**config.mk**
```make
export PLATFORM = sky130hd
export DESIGN_NAME = panel_switch_ctrl
export DESIGN_NICKNAME = d
export VERILOG_FILES = /design/src/rtl/fp_pkg.sv /design/src/rtl/fp_scan.sv /design/src/rtl/fp_debounce.sv /design/src/rtl/fp_switch_bank.sv /design/src/rtl/fp_lamps.sv /design/src/rtl/panel_switch_ctrl.sv
export SDC_FILE = /design/constraint.sdc
export NUM_CORES = 1
export LEC_CHECK = 0
export BUFFER_PORTS_ARGS = -buffer_cell sky130_fd_sc_hd__clkbuf_2
export CAP_MARGIN = 30
export CORE_ASPECT_RATIO = 1.4
export CORE_MARGIN = 2
export CORE_UTILIZATION = 44
export DETAILED_ROUTE_END_ITERATION = 10
export GPL_TIMING_DRIVEN = 0
export PLACE_DENSITY = 0.66
export SLEW_MARGIN = 20
export SYNTH_ARGS = -nofsm -noshare
export SYNTH_HDL_FRONTEND = slang
export SYNTH_SLANG_ARGS = --single-unit
```
**constraint.sdc**
```tcl
create_clock -name clk -period 3.09 [get_ports clk]
set_input_delay 0.1545 -clock clk [delete_from_list [all_inputs] [get_ports clk]]
set_output_delay 0.1545 -clock clk [all_outputs]
set_load 0.03 [all_outputs]
```
**src/rtl/fp_pkg.sv**
```systemverilog
package fp_pkg;
  localparam int SEL_POS = 6;
  localparam int IND_W   = 12;
  localparam int ADDR_W  = 12;
  localparam int FIELD_W = 3;
  localparam int ALAMP_W = FIELD_W + ADDR_W;
  typedef logic [SEL_POS-1:0] sel_oh_t;
endpackage

```
**src/rtl/fp_scan.sv**
```systemverilog
module fp_scan #(
  parameter int FB = 15
) (
  input  logic          clk,
  input  logic          rst_n,
  input  logic [FB-1:0] led_word,
  input  logic          spi_miso,
  output logic          spi_sclk,
  output logic          spi_cs_n,
  output logic          spi_mosi,
  output logic [FB-1:0] frame_word,
  output logic          frame_valid
);
  localparam int FRAME_CYC = 2 * FB + 2;
  localparam int CW = $clog2(FRAME_CYC);
  localparam int SW = (FB > 1) ? $clog2(FB) : 1;

  logic [CW-1:0] cnt;
  logic [FB-1:0] shreg;
  logic          active;
  logic [SW-1:0] slot;

  assign active   = (cnt < CW'(2 * FB));
  assign slot     = SW'(cnt >> 1);
  assign spi_cs_n = !active;
  assign spi_sclk = active && cnt[0];
  assign spi_mosi = active && led_word[slot];

  always_ff @(posedge clk or negedge rst_n) begin
    if (!rst_n) begin
      cnt         <= '0;
      shreg       <= '0;
      frame_word  <= '0;
      frame_valid <= 1'b0;
    end else begin
      cnt         <= (cnt == CW'(FRAME_CYC - 1)) ? '0 : cnt + 1'b1;
      frame_valid <= (cnt == CW'(2 * FB));
      if (active && cnt[0]) shreg[slot] <= spi_miso;
      if (cnt == CW'(2 * FB)) frame_word <= shreg;
    end
  end

  // a finished frame is handed on just after select rises
  a_r7_frame_handoff: assert property (@(posedge clk) disable iff (!rst_n)
    $rose(spi_cs_n) |=> frame_valid);
endmodule

```
**src/rtl/fp_debounce.sv**
```systemverilog
module fp_debounce #(
  parameter int W   = 15,
  parameter int DEB = 3
) (
  input  logic         clk,
  input  logic         rst_n,
  input  logic         sample_valid,
  input  logic [W-1:0] sample,
  output logic [W-1:0] level,
  output logic [W-1:0] press
);
  localparam int CW = $clog2(DEB + 1);

  for (genvar i = 0; i < W; i++) begin : g_bit
    logic [CW-1:0] run;
    always_ff @(posedge clk or negedge rst_n) begin
      if (!rst_n) begin
        level[i] <= 1'b0;
        press[i] <= 1'b0;
        run      <= '0;
      end else begin
        press[i] <= 1'b0;
        if (sample_valid) begin
          if (sample[i] == level[i]) begin
            run <= '0;
          end else if (run == CW'(DEB - 1)) begin
            level[i] <= sample[i];
            press[i] <= sample[i];
            run      <= '0;
          end else begin
            run <= run + 1'b1;
          end
        end
      end
    end

    // the debounced level moves only on a scan result
    a_r9_level_on_scan: assert property (@(posedge clk) disable iff (!rst_n)
      !sample_valid |=> $stable(level[i]));
    // a press event lasts a single clock
    a_r3_press_single: assert property (@(posedge clk) disable iff (!rst_n)
      press[i] |=> !press[i]);
  end
endmodule

```
**src/rtl/fp_switch_bank.sv**
```systemverilog
module fp_switch_bank
  import fp_pkg::*;
#(
  parameter int NUM_LATCH = 6,
  parameter int NUM_MOM   = 8
) (
  input  logic                 clk,
  input  logic                 rst_n,
  input  logic [NUM_LATCH-1:0] press_lat,
  input  logic [NUM_MOM-1:0]   press_mom,
  input  logic                 press_sel,
  output logic [NUM_LATCH-1:0] sw_state,
  output logic [NUM_MOM-1:0]   mom_pulse,
  output sel_oh_t              sel_onehot
);
  assign mom_pulse = press_mom;

  always_ff @(posedge clk or negedge rst_n) begin
    if (!rst_n) begin
      sw_state   <= '0;
      sel_onehot <= sel_oh_t'(1);
    end else begin
      sw_state <= sw_state ^ press_lat;
      if (press_sel) sel_onehot <= {sel_onehot[SEL_POS-2:0], sel_onehot[SEL_POS-1]};
    end
  end

  // exactly one selector position is active
  a_r4_sel_onehot: assert property (@(posedge clk) disable iff (!rst_n)
    $countones(sel_onehot) == 1);
  // the last position steps back to the first
  a_r4_sel_wrap: assert property (@(posedge clk) disable iff (!rst_n)
    press_sel && sel_onehot[SEL_POS-1] |=> sel_onehot[0]);

  for (genvar i = 0; i < NUM_LATCH; i++) begin : g_sw
    // a press flips the switch, nothing else moves it
    a_r2_toggle: assert property (@(posedge clk) disable iff (!rst_n)
      press_lat[i] |=> sw_state[i] != $past(sw_state[i]));
    a_r2_hold: assert property (@(posedge clk) disable iff (!rst_n)
      !press_lat[i] |=> $stable(sw_state[i]));
  end
endmodule

```
**src/rtl/fp_lamps.sv**
```systemverilog
module fp_lamps
  import fp_pkg::*;
(
  input  logic                     clk,
  input  logic                     rst_n,
  input  logic [SEL_POS*IND_W-1:0] ind_src,
  input  sel_oh_t                  sel_onehot,
  input  logic [FIELD_W-1:0]       field_in,
  input  logic [ADDR_W-1:0]        addr_in,
  output logic [IND_W-1:0]         ind_lamps,
  output logic [ALAMP_W-1:0]       addr_lamps
);
  logic [IND_W-1:0]   pick;
  logic [ALAMP_W-1:0] aword;

  always_comb begin
    pick = '0;
    for (int s = 0; s < SEL_POS; s++)
      if (sel_onehot[s]) pick = pick | ind_src[s*IND_W +: IND_W];
    aword = {field_in, addr_in};
  end

  // Lamp rows follow the data every clock; lamp 0 carries the MSB.
  always_ff @(posedge clk) begin
    for (int i = 0; i < IND_W; i++)   ind_lamps[i]  <= pick[IND_W-1-i];
    for (int i = 0; i < ALAMP_W; i++) addr_lamps[i] <= aword[ALAMP_W-1-i];
  end

  // lamp 0 of the address row shows the top field bit
  a_r6_field_msb: assert property (@(posedge clk) disable iff (!rst_n)
    1'b1 |=> addr_lamps[0] == $past(field_in[FIELD_W-1]));
  // last address lamp shows the address LSB
  a_r6_addr_lsb: assert property (@(posedge clk) disable iff (!rst_n)
    1'b1 |=> addr_lamps[ALAMP_W-1] == $past(addr_in[0]));
endmodule

```
**src/rtl/panel_switch_ctrl.sv**
```systemverilog
module panel_switch_ctrl
  import fp_pkg::*;
#(
  parameter int NUM_LATCH = 6,
  parameter int NUM_MOM   = 8,
  parameter int DEB_SCANS = 3
) (
  input  logic                     clk,
  input  logic                     rst_n,
  output logic                     spi_sclk,
  output logic                     spi_cs_n,
  output logic                     spi_mosi,
  input  logic                     spi_miso,
  output logic [NUM_LATCH-1:0]     sw_state,
  output logic [NUM_MOM-1:0]       mom_pulse,
  output logic [SEL_POS-1:0]       sel_onehot,
  input  logic [SEL_POS*IND_W-1:0] ind_src,
  input  logic [FIELD_W-1:0]       field_in,
  input  logic [ADDR_W-1:0]        addr_in,
  output logic [IND_W-1:0]         ind_lamps,
  output logic [ALAMP_W-1:0]       addr_lamps
);
  localparam int NB   = NUM_LATCH + NUM_MOM + 1;
  localparam int NLED = NUM_LATCH + SEL_POS;
  localparam int FB   = (NB > NLED) ? NB : NLED;
  localparam int SEL_SLOT = NUM_LATCH + NUM_MOM;

  logic [FB-1:0] led_word, frame_word, level, press;
  logic          frame_valid;

  always_comb begin
    led_word = '0;
    led_word[NUM_LATCH-1:0] = sw_state;
    led_word[NUM_LATCH +: SEL_POS] = sel_onehot;
  end

  fp_scan #(.FB(FB)) u_scan (
    .clk(clk), .rst_n(rst_n), .led_word(led_word), .spi_miso(spi_miso),
    .spi_sclk(spi_sclk), .spi_cs_n(spi_cs_n), .spi_mosi(spi_mosi),
    .frame_word(frame_word), .frame_valid(frame_valid));

  fp_debounce #(.W(FB), .DEB(DEB_SCANS)) u_deb (
    .clk(clk), .rst_n(rst_n), .sample_valid(frame_valid), .sample(frame_word),
    .level(level), .press(press));

  fp_switch_bank #(.NUM_LATCH(NUM_LATCH), .NUM_MOM(NUM_MOM)) u_bank (
    .clk(clk), .rst_n(rst_n),
    .press_lat(press[NUM_LATCH-1:0]),
    .press_mom(press[NUM_LATCH +: NUM_MOM]),
    .press_sel(press[SEL_SLOT]),
    .sw_state(sw_state), .mom_pulse(mom_pulse), .sel_onehot(sel_onehot));

  fp_lamps u_lamps (
    .clk(clk), .rst_n(rst_n), .ind_src(ind_src), .sel_onehot(sel_onehot),
    .field_in(field_in), .addr_in(addr_in),
    .ind_lamps(ind_lamps), .addr_lamps(addr_lamps));

  // switch flips and selector steps issued by one scan land together
  a_r10_same_scan: assert property (@(posedge clk) disable iff (!rst_n)
    press[0] && press[SEL_SLOT] |=> sw_state[0] != $past(sw_state[0])
                                     && sel_onehot != $past(sel_onehot));
endmodule

```
* Word level (Yosys, flattened, before mapping) *
Cells that the tools add are included.
W data, S select, Z words.

storage, ports and cells
  register bits after elaboration = 135
  logic and storage cells = 231
  input bits = 90
  output and inout bits = 50

cells by class
  bitwise logic cells = 21
  $add $sub $neg = 16
  magnitude comparators = 3
  eq/ne operators = 32
  reductions and logical operators = 19
  multiplexer cells = 87

operators with widths
  kind                   count
  $mux W12               6
  $mux W2                30
  $or A12 B12 Y12        5
  $mux W1                47
  $reduce_and A3 Y1      15
  $add A2 B1 Y2 const B  15
  $eq A2 B2 Y1 const B   15
  $bwmux W15             1
  $eq A1 B1 Y1           15
  $not A1 Y1             15
  $eq A5 B5 Y1 const B   2
  $xor A6 B6 Y6          1
  $add A5 B1 Y5 const B  1
  $lt A4 B5 Y1 const B   1
  $lt A5 B5 Y1 const B   1
  $mux W5                1
  $bmux W1 S4            1
  $demux W1 S4           1
  $ge A4 B1 Y1 const B   1
  $logic_and A1 B1 Y1    3
  $logic_not A1 Y1       1

* Logic depth before layout (Yosys ltp) *
Gate-level depths: netlist of the first run.

  word-level depth = 11
  mapped depth = 5
  mapped depth without buffers = 4

* By module *
From an unflattened synthesis of the first run, not the netlist that was laid out.

second synthesis, totals
  cells, all modules = 459
  area total of the unflattened synthesis = 5908.2 um^2

modules (own cells, without submodules)
  module             cells an instance  times used  area each (um^2)  sequential area each (um^2)
  fp_debounce        218                1           2791.4            1501.4
  fp_scan            126                1           1662.8            900.9
  fp_lamps           81                 1           934.6             540.5
  fp_switch_bank     33                 1           515.5             301.5
  panel_switch_ctrl  1                  1           3.8               0.0

* Worst setup path after synthesis of the first run *
Ideal clock, no wire load.

  path type = register -> output
  start point = register u_scan.cnt[2]
  end point = output port spi_sclk
  buffers on the path = 2
  data required time = 2.935 ns
  path slack = 1.483 ns
  arrival time = 1.453 ns
  stages on the path, launching flop included = 6
  path through = dfrtp_1 > buf_6 > buf_2 > nand2_1 > nor2_1 > nor2_1

on the way
  longest elaborated chain between the ends = 2

ends and longest elaborated chain
  element                   RTL line                 source
  start: declaration        fp_scan.sv:18            logic [CW-1:0] cnt;
  start signal: assignment  fp_scan.sv:36            cnt <= (cnt == CW'(FRAME_CYC - 1)) ? '0 : cnt + 1'b1;
  $lt A5 B5 Y1              fp_scan.sv:23            assign active = (cnt < CW'(2 * FB));
  $logic_and A1 B1 Y1       fp_scan.sv:26            assign spi_sclk = active && cnt[0];
  end: declaration          panel_switch_ctrl.sv:10  output logic spi_sclk,

No other way between the ends.

* Final worst setup path of the first run *
  start point = register u_bank.sel_onehot[2]
  end point = register u_lamps.ind_lamps[10]

on the way
  longest elaborated chain between the ends = 7

ends and longest elaborated chain
  element                    RTL line              source
  start: declaration         fp_switch_bank.sv:14  output sel_oh_t sel_onehot
  start signal: assignment   fp_switch_bank.sv:21  sel_onehot <= sel_oh_t'(1);
  start signal: assignment   fp_switch_bank.sv:24  if (press_sel) sel_onehot <= {sel_onehot[SEL_POS-2:0], sel_onehot[SEL_POS-1]};
  $mux W12 (*)               fp_lamps.sv:19        if (sel_onehot[s]) pick = pick | ind_src[s*IND_W +: IND_W];
  $or A12 B12 Y12            fp_lamps.sv:19
  $mux W12 (*)               fp_lamps.sv:19
  $or A12 B12 Y12            fp_lamps.sv:19
  $mux W12 (*)               fp_lamps.sv:19
  $or A12 B12 Y12            fp_lamps.sv:19
  $mux W12 (*)               fp_lamps.sv:19
  named net u_lamps.pick[1]  fp_lamps.sv:13        logic [IND_W-1:0] pick;
  end: declaration           fp_lamps.sv:10        output logic [IND_W-1:0] ind_lamps,

The timed path passes the listed nets; every way through them passes the cells marked *.
A chain may end at the register's enable or synchronous reset.

==> metrics, run 1 <==
status=complete, no violations; #FFs+latches synth=135; via count=about 4.2k; Mean Syn Cell Area=12.4 um2; sequential area share after synthesis=0.581; Clock Skew=0.00560 ns; max-cap violations=0; Max clock buf depth=2; Routed WL per cell=between 15 and 20 um; first-pass GRT wire length=20700 um; asr flop ratio synth=0.800; final worst-path cycle share=0.761; WP data required=3.45 ns; adder-cell share of the synthesized area=0.00673; Top delay family on crit path=buffers and inverters; startpoint types=register; pre-CTS WS=1.44 ns; critical path fanouts, max=10; largest net degree at the start of global routing=65; Peak VDD IR=0.390 mV; Die Span Y=137 um; gp weighted congestion=0.856; diode count=0; Post-Route WL=13400 um; Clock transition at path regs=0.06 ns; initial DRC count=180; Syn Inst Count=450; Critical path buffers and inverters=3; CP cell instances=clkbuf_1 -> a22oi_1 -> dlygate4sd3_1 -> nand3_1 -> dlygate4sd3_1; DRT antenna net count=0; XOR/XNOR Fraction of Synth Area=0.0361; Die ar.=between 10000 and 15000 um2; # H-tree levels=4; final net count=743; commonest cells after routing, fill and taps aside=clkbuf_2, dfrtp_1, mux2_2; Final Hold Viols=0; fin. max-slew vios=0; Rows=48; post-synthesis compound-gate area fraction=0.0679; final setup vio count=0; placed cell area=6500 um2; most frequent CP cell=dlygate4sd3_1; reg2reg setup slack=0.74 ns; Design Area, Final=7480 um2; Finished Core Util=0.605; Crit path arrival time=between 2 and 3 ns; CTS Root Cell=clkbuf_16; slowest CP cell=dlygate4sd3_1; TritonCTS clock tree=done; total track usage=0.202; synth unique cells=35; I/O pin cnt=140; Hold WC Path Type=input pin to register; post-synthesis to final-layout area growth=34.1%; post-route DRC violation count=0; DP HPWL=9380 um; Core Box Area=12400 um2; Synthesis Warnings=0; CP Capture Type=register; Fin Setup TNS=0 ns; post-layout min period=2.35 ns; Mapped Area=about 5600 um2; total iterations of the first detailed-routing run=4; clk_lat worst skew=0.42 ns; layout cell share with drive strength beyond 1=0.374; initial antenna violation count=0; Worst-Margin Slew=0.533 ns; Synth Flop Type=dfrtp_1; Initial Utilization=0.451; CP max stage delay=approximately 0.60 ns; commonest non-fill, non-tap cell in the layout=clkbuf_2; RSZ-0062 raised after global routing=false; largest family of logic cells by synthesized area=multiplexers; Slew HR=0.645; clk sinks=roughly 140; Filler cells=990; post-synthesis simple-gate area fraction=0.118; Crit Path Class=register to register; Static Leak=between 3 and 4 nW; die width=a little under 100 um; number of port buffers=139; Post-CTS Setup Bufs=0; multiplexer area fraction after synthesis=0.142; gr ovfl total=0; vias in the first global route=4249; pwr dens=529 nW/um2; Power, Total=3.96 mW; Setup WS post-layout=0.738 ns; Num CTS Buffers=17; Fmax=425 MHz; routed vias/inst=5.14; EDFF count, synth=0; Net Count, Synth=543
[state kept, by name, indices dropped and copies added (netlist names)]
signal / flops
u_bank.sw_state: 6
u_scan.shreg: 15
u_deb.g_bit.run: 30
u_deb.level: 15
u_scan.frame_word: 15
u_lamps.addr_lamps: 15
u_bank.sel_onehot: 6
u_scan.frame_valid: 1
u_lamps.ind_lamps: 12
u_deb.press: 15
u_scan.cnt: 5
[metal layers]
| layer | track usage | up-vias | part of all wire |
|---|---|---|---|
| li1 | - | 1976 | - |
| met4 | 0.0959 | 0 | 0.033 |
| met1 | 0.204 | 2003 | 0.36 |
| met3 | 0.0507 | 27 | 0.068 |
| met5 | 0 | - | 0 |
| met2 | 0.386 | 171 | 0.54 |
[tightest hold or removal path, stage by stage]
cell and delay (ns):
clkbuf_2 0.08, a22oi_1 0.07, nand3_1 0.09
[report_power, final]
group / switching (mW) / total, mW / leakage, nW / internal (mW)
logic: 0.0980 / 0.199 / 1.79 / 0.101
clock network: 0.771 / 1.93 / 0.284 / 1.16
registers: 0.0256 / 1.83 / 1.62 / 1.80
[final cells by class]
| class | instances | area [um2] | area share |
|---|---|---|---|
| plain buffers | 28 | 194 | 0.0259 |
| well taps | 150 | 188 | 0.0251 |
| multi-input cells | 268 | 2070 | 0.277 |
| clock buffers | 19 | 454 | 0.0607 |
| clock inverters | 13 | 119 | 0.0159 |
| inverters | 19 | 71.3 | 0.00953 |
| repair buffers | 181 | 1140 | 0.153 |
| flip-flops and latches | 135 | 3240 | 0.434 |
[synthesized netlist by cell type, types with 2 or more instances]
| cell type | number | area, um2 |
|---|---|---|
| dfrtp_1 | 107 | 2680 |
| mux2_2 | 49 | 552 |
| a22oi_1 | 36 | 270 |
| nand2_1 | 31 | 116 |
| nand3_1 | 29 | 145 |
| dfxtp_1 | 27 | 541 |
| xor2_1 | 22 | 193 |
| inv_1 | 19 | 71.3 |
| nor3b_1 | 15 | 113 |
| o22ai_1 | 15 | 93.8 |
| mux2i_1 | 14 | 140 |
| nor2_1 | 14 | 52.6 |
| buf_4 | 11 | 82.6 |
| clkbuf_1 | 8 | 30.0 |
| and2b_1 | 7 | 52.6 |
| nand2b_1 | 7 | 43.8 |
| nor2b_1 | 5 | 31.3 |
| buf_2 | 4 | 20.0 |
| nand3b_1 | 4 | 30.0 |
| buf_6 | 3 | 33.8 |
| ha_1 | 3 | 37.5 |
| nor3_1 | 3 | 15.0 |
| clkbuf_8 | 2 | 27.5 |
| mux2_4 | 2 | 30.0 |
| mux4_2 | 2 | 45.0 |
| o21ai_0 | 2 | 10.0 |
[through the flow]
| step | instances | hold slack (ns) |
|---|---|---|
| 3_5_place_dp | 740 | 0.116 |
| 6_report | 813 | 0.00641 |
| 4_1_cts | 813 | 0.000588 |
| 5_1_grt | 813 | 0.00127 |
| 2_1_floorplan | 450 | -0.141 |
| 3_3_place_gp | 739 | 0.256 |
[timing repair]
action	in CTS	in global routing
endpoints found under the setup margin	0	0
resized for setup	0	0
hold buffers	41	0
hold endpoints to repair	68	0
[final timing paths]
path | from | end | cells after the start
max | u_bank.sel_onehot[2]$_DFFE_PN0P_ | u_lamps.ind_lamps[10]$_DFF_P_ | 5
min | ind_src[17] | u_lamps.ind_lamps[6]$_DFF_P_ | 3
max reg2reg | u_bank.sel_onehot[2]$_DFFE_PN0P_ | u_lamps.ind_lamps[10]$_DFF_P_ | 5
min reg2reg | u_deb.press[2]$_DFF_PN0_ | u_bank.sw_state[2]$_DFF_PN0_ | 1
max in group asynchronous | rst_n | u_bank.sel_onehot[0]$_DFFE_PN1P_ | 3
min in group asynchronous | rst_n | u_deb.press[11]$_DFF_PN0_ | 2
[logic make-up (layout without fill, tap and decap cells)]
logic type | after synthesis | count (layout)
buf+inv | 47 | 260
fa+ha+maj | 3 | 3
simple gates | 120 | 120
xor+xnor | 23 | 23
compound gates | 54 | 54
flops | 135 | 135
mux | 68 | 68
(Power assumes the default switching activity.)
==> run 2, diff against run 1 <==
- ABC_AREA: not set -> 1
- clock period: 3.09 -> 2.2 ns (I/O delays scaled with it)
==> metrics, run 2 <==
DP HPWL=9260 um (was 9380 um); Setup WS post-layout=0.240 ns (was 0.738 ns); final worst-path cycle share=0.891 (was 0.761); CTS resizes=0 (unchanged); initial DRC count=255 (was 180); final setup vio count=0 (unchanged); most frequent CP cell=nand2_1 (was dlygate4sd3_1); Die Span Y=137 um (about the same); reg2reg setup slack=0.24 ns (was 0.74 ns); post-route DRC violation count=0 (unchanged); commonest non-fill, non-tap cell in the layout=nand2_1 (was clkbuf_2); slowest CP cell=dlygate4sd3_1 (unchanged); Crit Path Class=register to register (unchanged); Peak VDD IR=0.485 mV (was 0.390 mV); Finished Core Util=0.620 (was 0.605); Fin Setup TNS=0 ns (unchanged); routed vias/inst=5.00 (was 5.14); Clock transition at path regs=0.06 ns (about the same); Post-CTS Setup Bufs=0 (unchanged); Synth Flop Type=dfrtp_1 (unchanged); Post-Route WL=13900 um (was 13400 um); asr flop ratio synth=0.800 (unchanged); via count=5165 (was 4177); vias in the first global route=5139 (was 4249); gp weighted congestion=0.818 (was 0.856); Top delay family on crit path=buffers and inverters (unchanged); register area=3240 um2 (unchanged); final net count=963 (was 743); WP data required=2.56 ns (was 3.45 ns); Num CTS Buffers=17 (unchanged); Mean Syn Cell Area=8.52 um2 (was 12.4 um2); Net Count, Synth=743 (was 543); largest net degree at the start of global routing=95 (was 65); Multi-input gate area=1930 um2 (was 2070 um2); Reg2Reg Launch Point=u_bank.sel_onehot[1]$_DFFE_PN0P_ (was u_bank.sel_onehot[2]$_DFFE_PN0P_); Core Box Area=12300 um2 (was 12400 um2); Non-Filler Instances=1033 (was 813); pwr dens=726 nW/um2 (was 529 nW/um2); Static Leak=3.93 nW (was 3.68 nW); placed cells=940 (was 740); status=complete, no violations (unchanged); CP max stage delay=0.60 ns (about the same); max-cap violations=0 (unchanged); Max clock buf depth=2 (unchanged); Syn Inst Count=650 (was 450); cell with the most instances after synthesis=nand2_1 (was dfrtp_1); clk_lat worst skew=0.42 ns (about the same); CTS Root Cell=clkbuf_16 (unchanged); layout cell share with drive strength beyond 1=0.213 (was 0.374); Crit path arrival time=2.32 ns (was 2.72 ns); CP Capture Type=register (unchanged); critical path startpoint=u_bank.sel_onehot[1]$_DFFE_PN0P_ (was u_bank.sel_onehot[2]$_DFFE_PN0P_); CP cell instances=clkbuf_1 -> nand2_1 -> nand2_1 -> a21oi_1 -> dlygate4sd3_1 -> nand4_1 (was clkbuf_1 -> a22oi_1 -> dlygate4sd3_1 -> nand3_1 -> dlygate4sd3_1); total iterations of the first detailed-routing run=5 (was 4); Routed WL per cell=13.5 um (was 16.5 um); #FFs+latches synth=135 (unchanged); TritonCTS clock tree=done (unchanged); startpoint types=register (unchanged); Die ar.=13500 um2 (was 13600 um2); total track usage=0.218 (was 0.202); fin. max-slew vios=0 (unchanged); I/O pin cnt=140 (unchanged); most flop-heavy register=u_deb.g_bit.run (unchanged); post-synth top area cell=dfrtp_1 (unchanged); Critical path buffers and inverters=2 (was 3); Fmax=510 MHz (was 425 MHz); clk sinks=135 (unchanged); Synth top area share=0.483 (was 0.480); critical path fanouts, max=10 (unchanged); Final Hold Viols=0 (unchanged); Post-synth top cells=nand2_1, dfrtp_1, o21ai_0 (was dfrtp_1, mux2_2, a22oi_1); commonest cells after routing, fill and taps aside=nand2_1, clkbuf_2, dfrtp_1 (was clkbuf_2, dfrtp_1, mux2_2); CTS Hold Bufs=61 (was 41); Slew HR=0.641 (was 0.645); top cells by area, synth=dfrtp_1, nand2_1, dfxtp_1 (was dfrtp_1, mux2_2, dfxtp_1); Initial Utilization=0.450 (was 0.451); diode count=0 (unchanged); Rows=48 (unchanged); Worst-Margin Slew=0.539 ns (was 0.533 ns); # H-tree levels=4 (unchanged); EDFF count, synth=0 (unchanged); synth unique cells=21 (was 35); max FFs per register=30 (unchanged); pre-CTS WS=0.659 ns (was 1.44 ns); Filler cells=1023 (was 990); number of port buffers=139 (unchanged); die width=98.8 um (was 99.2 um); post-layout min period=1.96 ns (was 2.35 ns); initial antenna violation count=0 (unchanged); Hold WC Path Type=input pin to register (unchanged); gr ovfl total=0 (unchanged); Clock Skew=0.00656 ns (was 0.00560 ns); Mapped Area=5540 um2 (was 5580 um2); post-synthesis to final-layout area growth=37.8% (was 34.1%); hold_ws=0.0666 ns (was 0.00641 ns); Synthesis Warnings=0 (unchanged); DRT antenna net count=0 (unchanged); RSZ-0062 raised after global routing=false (unchanged); first-pass GRT wire length=23400 um (was 20700 um); sequential area share after synthesis=0.586 (was 0.581); HP Start=spi_miso (was ind_src[17])
==> run 2: final cells by class <==
type | instances | share of cell area
flip-flops and latches | 135 | 0.425
inverters | 58 | 0.0285
clock inverters | 13 | 0.0159
well taps | 150 | 0.0246
multi-input cells | 430 | 0.252
repair buffers | 201 | 0.176
plain buffers | 27 | 0.0200
clock buffers | 19 | 0.0580
==> run 2: stage by stage <==
step	instance area (um2)	total power [mW]
after floorplan	5540	2.68
after global placement	6420	2.82
after detailed placement	6460	2.84
after CTS	7630	5.60
after global routing	7630	5.75
final	7630	5.54
==> run 2: cells by family (layout without fill, tap and decap cells) <==
family	count (synthesis)	after routing	share of synthesized area
DFF	135	135	0.586
buffers and inverters	85	318	0.0668
xor gates and xnor gates	6	6	0.00949
AOI/OAI and AO/OA	92	92	0.0854
adders and majority gates	3	3	0.00678
and+or+nand+nor	329	329	0.246
==> run 2: routing by layer <==
metal / wire [um] / vias up / GRT usage
li1: - / 2534 / -
met1: 5630 / 2422 / 0.245
met2: 7190 / 170 / 0.385
met3: 708 / 39 / 0.0557
met4: 390 / 0 / 0.102
met5: 0 / - / 0
==> run 2: worst register-to-register path, stage by stage, from the launching register on <==
cell and delay, ns:
dfrtp_1 0.51, clkbuf_1 0.45, nand2_1 0.12, nand2_1 0.10, a21oi_1 0.05, dlygate4sd3_1 0.60, nand4_1 0.07
==> run 2: final timing paths <==
| check | end | depth (start not counted) |
|---|---|---|
| min in group asynchronous | u_deb.press[3]$_DFF_PN0_ | 2 |
| worst min register to register | u_bank.sw_state[4]$_DFF_PN0_ | 1 |
| worst min-delay path | u_scan.shreg[2]$_DFFE_PN0P_ | 3 |
| worst max-delay path | u_lamps.ind_lamps[2]$_DFF_P_ | 6 |
| worst max register to register | u_lamps.ind_lamps[2]$_DFF_P_ | 6 |
| max in group asynchronous | u_deb.g_bit[11].run[0]$_DFFE_PN0P_ | 3 |
==> run 2: power breakdown <==
part           internal (mW)  switching (mW)  leakage, nW
clock                   1.59            1.09        0.263
sequential              2.53          0.0332         1.62
combinational          0.149           0.149         2.05
